[src/rtl/blkio_rpt_seq.sv]
module blkio_rpt_seq #(
  parameter int DW = 8
) (
  input  logic              clk,
  input  logic              rst_n,
  input  logic              start,
  input  logic [DW-1:0]     op_prefix,
  input  logic [DW-1:0]     op_code,
  input  logic [2*DW-1:0]   ptr_init,
  input  logic [DW-1:0]     cnt_init,
  input  logic [DW-1:0]     port_init,
  input  logic [2*DW-1:0]   pc_init,
  input  logic              int_req,
  input  logic [DW-1:0]     mem_rdata,
  input  logic [DW-1:0]     io_rdata,
  output logic [2*DW-1:0]   addr,
  output logic              mreq,
  output logic              iorq,
  output logic              rd,
  output logic              wr,
  output logic              rfsh,
  output logic [DW-1:0]     wdata,
  output logic              busy,
  output logic              done,
  output logic              int_take,
  output logic [2*DW-1:0]   pc_out,
  output logic [2*DW-1:0]   ptr,
  output logic [DW-1:0]     cnt,
  output logic              flag_z,
  output logic              flag_n
);
  localparam int AW = 2 * DW;
  localparam logic [DW-1:0] PFX    = DW'(8'hED);
  localparam logic [DW-1:0] OP_IN  = DW'(8'hBA);
  localparam logic [DW-1:0] OP_OUT = DW'(8'hBB);

  logic          act, din;
  logic [2:0]    mc, t, mlen;
  logic [DW-1:0] port, dlat;
  logic [AW-1:0] pc;

  always_comb begin
    case (mc)
      3'd0:    mlen = 3'd4;
      3'd1:    mlen = 3'd5;
      3'd2:    mlen = 3'd3;
      3'd3:    mlen = 3'd4;
      default: mlen = 3'd5;
    endcase
  end

  wire last_t   = (t == mlen - 3'd1);
  wire fetch_on = act && (mc < 3'd2) && (t < 3'd2);
  wire rfsh_on  = act && (mc < 3'd2) && (t == 3'd2 || t == 3'd3);
  wire rd_on    = act && (mc == 3'd2) && (t < 3'd2);
  wire wr_on    = act && (mc == 3'd3) && (t < 3'd3);
  wire io_on    = (rd_on && din) || (wr_on && !din);
  wire mem_on   = (rd_on && !din) || (wr_on && din);
  wire ok_op    = (op_prefix == PFX) && (op_code == OP_IN || op_code == OP_OUT);

  assign mreq  = fetch_on || mem_on;
  assign iorq  = io_on;
  assign rd    = fetch_on || rd_on;
  assign wr    = wr_on;
  assign rfsh  = rfsh_on;
  assign busy  = act;
  assign wdata = dlat;
  assign addr  = fetch_on ? ((mc == 3'd0) ? pc : pc + AW'(1)) :
                 mem_on   ? ptr :
                 io_on    ? {cnt, port} : '0;

  always_ff @(posedge clk) begin
    if (!rst_n) begin
      act <= 1'b0; din <= 1'b0; mc <= '0; t <= '0;
      port <= '0; dlat <= '0; pc <= '0; pc_out <= '0;
      ptr <= '0; cnt <= '0; flag_z <= 1'b0; flag_n <= 1'b0;
      done <= 1'b0; int_take <= 1'b0;
    end else begin
      done     <= 1'b0;
      int_take <= 1'b0;
      if (!act) begin
        if (start && ok_op) begin
          act  <= 1'b1;
          din  <= (op_code == OP_IN);
          mc   <= '0;
          t    <= '0;
          ptr  <= ptr_init;
          cnt  <= cnt_init;
          port <= port_init;
          pc   <= pc_init;
        end
      end else begin
        if (rd_on && t == 3'd1)
          dlat <= din ? io_rdata : mem_rdata;
        if (!last_t) begin
          t <= t + 3'd1;
        end else begin
          t <= '0;
          if (mc == 3'd3) begin
            ptr    <= ptr - AW'(1);
            cnt    <= cnt - DW'(1);
            flag_n <= 1'b1;
            flag_z <= (cnt == DW'(1));
            if (cnt == DW'(1)) begin
              act    <= 1'b0;
              done   <= 1'b1;
              pc_out <= pc + AW'(2);
            end else begin
              mc <= 3'd4;
            end
          end else if (mc == 3'd4) begin
            if (int_req) begin
              act      <= 1'b0;
              int_take <= 1'b1;
              pc_out   <= pc;
            end else begin
              mc <= 3'd0;
            end
          end else begin
            mc <= mc + 3'd1;
          end
        end
      end
    end
  end

  assert_one_request_R6: assert property (@(posedge clk) disable iff (!rst_n)
    !(mreq && iorq));
  assert_write_targets_R7: assert property (@(posedge clk) disable iff (!rst_n)
    wr |-> (mreq != iorq) && !rd);
  assert_quiet_when_idle_R10: assert property (@(posedge clk) disable iff (!rst_n)
    !busy |-> !(mreq || iorq || rd || wr || rfsh));
  assert_cnt_step_R2: assert property (@(posedge clk) disable iff (!rst_n)
    ($past(busy) && cnt != $past(cnt)) |-> cnt == $past(cnt) - DW'(1));
  assert_ptr_step_R2: assert property (@(posedge clk) disable iff (!rst_n)
    ($past(busy) && ptr != $past(ptr)) |-> ptr == $past(ptr) - AW'(1));
  assert_done_flags_R8: assert property (@(posedge clk) disable iff (!rst_n)
    done |-> !busy && flag_z && flag_n && cnt == '0);
  assert_take_state_R9: assert property (@(posedge clk) disable iff (!rst_n)
    int_take |-> !busy && !flag_z && !done);
  assert_pulse_done_R8: assert property (@(posedge clk) disable iff (!rst_n)
    done |=> !done);
endmodule

[config.mk]
export PLATFORM = sky130hd
export DESIGN_NAME = blkio_rpt_seq
export DESIGN_NICKNAME = d
export VERILOG_FILES = /design/src/rtl/blkio_rpt_seq.sv
export SDC_FILE = /design/constraint.sdc
export NUM_CORES = 1
export LEC_CHECK = 0
export ABC_AREA = 1
export CORE_MARGIN = 1
export CORE_UTILIZATION = 47
export DETAILED_ROUTE_END_ITERATION = 10
export GPL_TIMING_DRIVEN = 0
export PLACE_DENSITY = 0.79
export SYNTH_ARGS = -nofsm -noshare
export SYNTH_HDL_FRONTEND = slang
export SYNTH_SLANG_ARGS = --single-unit
[constraint.sdc]
create_clock -name clk -period 3.1 [get_ports clk]
set_input_delay 0.465 -clock clk [delete_from_list [all_inputs] [get_ports clk]]
set_output_delay 0.465 -clock clk [all_outputs]
set_load 0.02 [all_outputs]
==> impl_metrics.env <==
export IMPL_track_usage=0.313
export IMPL_hold_violations=0
export IMPL_final_layout_size_suffix_gt1_frac=0.0565
export IMPL_outcome="completed"
export IMPL_clk_pin_slew_ns=0.08
export IMPL_period_needed_ns=2.95
export IMPL_maxCapViolCount=0
export IMPL_synth_most_common_cell="nand2_1"
export IMPL_netlist_area_mm2=0.00503
export IMPL_drt_iter0_drc=487
export IMPL_critPathCaptureType="primary output"
export IMPL_htreeDepth=3
export IMPL_cts_sinks=84
export IMPL_fin_skew_ns=0.0168
export IMPL_ys_flop_type="dfxtp_1"
export IMPL_antenna_found_initial=0
export IMPL_diodes=0
export IMPL_p_per_area_mw_per_mm2=286
export IMPL_grt_first_pass_wirelength_um=27300
export IMPL_r2r_slack_ns=0.21
export IMPL_synth_fp_nets=894
export IMPL_synth_top_cell_area_share=0.334
export IMPL_syn_inst=795
export IMPL_ys_types=28
export IMPL_grt_max_degree=14
export IMPL_clk_latency_ns=0.37
export IMPL_syn_avg_cell_area_um2=6.33
export IMPL_final_nets=1068
export IMPL_p_leak_nw=3.11
export IMPL_synthArstFlopShare=0
export IMPL_critPathSlowestCell="dlygate4sd2_1"
export IMPL_hpwl_um=12900
export IMPL_wl_um=16900
export IMPL_port_buffer_count=157
export IMPL_critPathLaunchType="flip-flop"
export IMPL_start_util=0.485
export IMPL_arrival_ns=2.49
export IMPL_place_gp_congestion=0.979
export IMPL_cts_tree="built"
export IMPL_placed_cell_area_mm2=0.00677
export IMPL_synthToLayoutAreaGrowth_pct=40.8
export IMPL_postCtsHoldBufs=0
export IMPL_cts_buffers=9
export IMPL_cp_max_fo=6
export IMPL_dieArea_mm2=0.0111
export IMPL_vias_per_cell=5.37
export IMPL_final_cells=1109
export IMPL_ir_drop_uv=168
export IMPL_drc=0
export IMPL_io_pins=158
export IMPL_grt_pass1_vias=5415
export IMPL_setup_viol=0
export IMPL_die_w_um=105
export IMPL_max_freq_mhz=339
export IMPL_grt_ovfl_total=0
export IMPL_ys_ff_latch=84
export IMPL_ys_top_cells_by_area="dfxtp_1 (33%), nand2_1 (12%), nand3_1 (10%)"
export IMPL_vias=5952
export IMPL_post_route_cell_area_mm2=0.00708
export IMPL_cp_cell_sequence="ha_1 -> ha_1 -> nand2_1 -> nor2_2 -> nand2_1 -> o21ai_4 -> buf_4 -> buf_4 -> o21ai_0 -> nand2_1 -> nand2_1 -> dlygate4sd2_1"
export IMPL_yosys_warnings=0
export IMPL_cts_buffer_depth=2
export IMPL_max_slew_margin=0.528
export IMPL_yosys_top_cells_count="nand2_1 (165), nand3_1 (105), o21ai_0 (92)"
export IMPL_worst_pin_slew_ns=0.708
export IMPL_drtPass1Iterations=5
export IMPL_ant_nets=0
export IMPL_path_class="flip-flop to primary output"
export IMPL_coreArea_mm2=0.0104
export IMPL_yosysSeqAreaShare=0.334
export IMPL_fp_dieH_um=105
export IMPL_slowest_delay_ns=0.34
export IMPL_min_path_type="flip-flop to flip-flop"
export IMPL_dp_slack_ns=0.110
export IMPL_synth_edff_count=0
export IMPL_wl_per_cell_um=15.3
export IMPL_hold_slack_ns=0.454
export IMPL_worstPathRequired_ns=2.63
export IMPL_crit_path_frequent_cell="nand2_1"
export IMPL_post_route_period_util=0.952
export IMPL_fillerInstances=957
export IMPL_clock_tree_root_cell="clkbuf_8"
export IMPL_yosysTopAreaCell="dfxtp_1"
export IMPL_finalWorstSetupSlack_ns=0.149
export IMPL_placedCellCount=1088
export IMPL_maxSlewViolCount=0
export IMPL_fp_row_count=37
[flip-flops by register name (all words and copies together) (netlist names)]
signal    flops
pc           16
pc_out       16
ptr          16
cnt           8
port          8
wdata         8
mc            3
t             3
busy          1
din           1
done          1
flag_n        1
flag_z        1
int_take      1
[path summary, 6_finish.rpt]
check,cells after the start,start,to
worst max-delay path,12,mc[0],addr[15]
worst min-delay path,2,port[0],port[0]
worst max register to register,13,mc[0],ptr[2]
worst min register to register,2,port[0],port[0]
[cell type report]
| class | instances | area (um^2) | area share |
|---|---|---|---|
| multi-input combinational | 590 | 2920 | 0.413 |
| sequential | 84 | 1680 | 0.238 |
| timing repair buffer | 163 | 1630 | 0.230 |
| inverter | 88 | 330 | 0.0466 |
| tap | 136 | 170 | 0.0240 |
| buffer | 33 | 156 | 0.0221 |
| clock buffer | 11 | 141 | 0.0200 |
| clock inverter | 4 | 50.0 | 0.00706 |
[power by group]
part	leakage, nW	internal [mW]	switching [mW]
Combinational	2.34	0.107	0.0536
Clock	0.0914	0.389	0.400
Sequential	0.677	1.08	0.0000260
[critical path, delay by kind of cell (launching register included)]
kind / cells / cell delay, ns
buf+inv: 3 / 0.65
simple gates: 5 / 0.46
fa+ha+maj: 2 / 0.40
flops: 1 / 0.33
compound gates: 2 / 0.28
[metrics by stage]
stage	util	total power, mW	setup TNS (ns)
2_1_floorplan	-	1.14	0
3_3_place_gp	0.653	1.26	0
3_5_place_dp	0.653	1.26	0
4_1_cts	0.676	2.03	-0.975
5_1_grt	0.683	2.09	-0.00582
6_report	0.683	2.03	0
[logic make-up (layout without fill, tap and decap cells)]
logic type / Yosys count / in the layout / share of synthesized area
simple gates: 393 / 393 / 0.334
compound gates: 166 / 166 / 0.171
buf+inv: 121 / 299 / 0.0950
flops: 84 / 84 / 0.334
fa+ha+maj: 15 / 15 / 0.0373
xor+xnor: 14 / 14 / 0.0244
mux: 2 / 2 / 0.00398
[placed cells by master, fill, tap and decap left out, types with 2 or more instances in the layout]
master and count:
nor2_4 2, clkdlybuf4s50_1 140, clkbuf_8 10, or2_2 9, xor2_1 11, ha_1 15, dlymetal6s2s_1 10, nand4_1 12
nor3_1 6, clkbuf_2 2, a21oi_1 59, inv_1 85, a31oi_1 9, buf_1 2, dlygate4sd2_1 6, xnor2_1 3
nand3b_1 2, o21ai_0 92, buf_4 11, o21ai_4 2, nor2_1 86, clkbuf_4 2, buf_2 4, nand2_1 165
mux2i_1 2, clkinvlp_4 2, nand3_1 104, nor2_2 4, o211ai_1 2, inv_2 2, dfxtp_1 83, clkbuf_1 20
[timing repair]
action / in CTS / in global routing
buffers inserted: 3 / 3
gates resized for setup: 14 / 23
gates cloned: 0 / 0
endpoints found under the setup margin: 18 / 19
hold endpoints to repair: 0 / 0
pin swaps: 2 / 2
[metal layers]
layer  part of all wire  global-route usage
met4              0.028               0.133
met2               0.46               0.516
met1               0.43               0.406
met3              0.082              0.0495
met5                  0                   0
No activity file was read; power rests on OpenSTA's default activity.
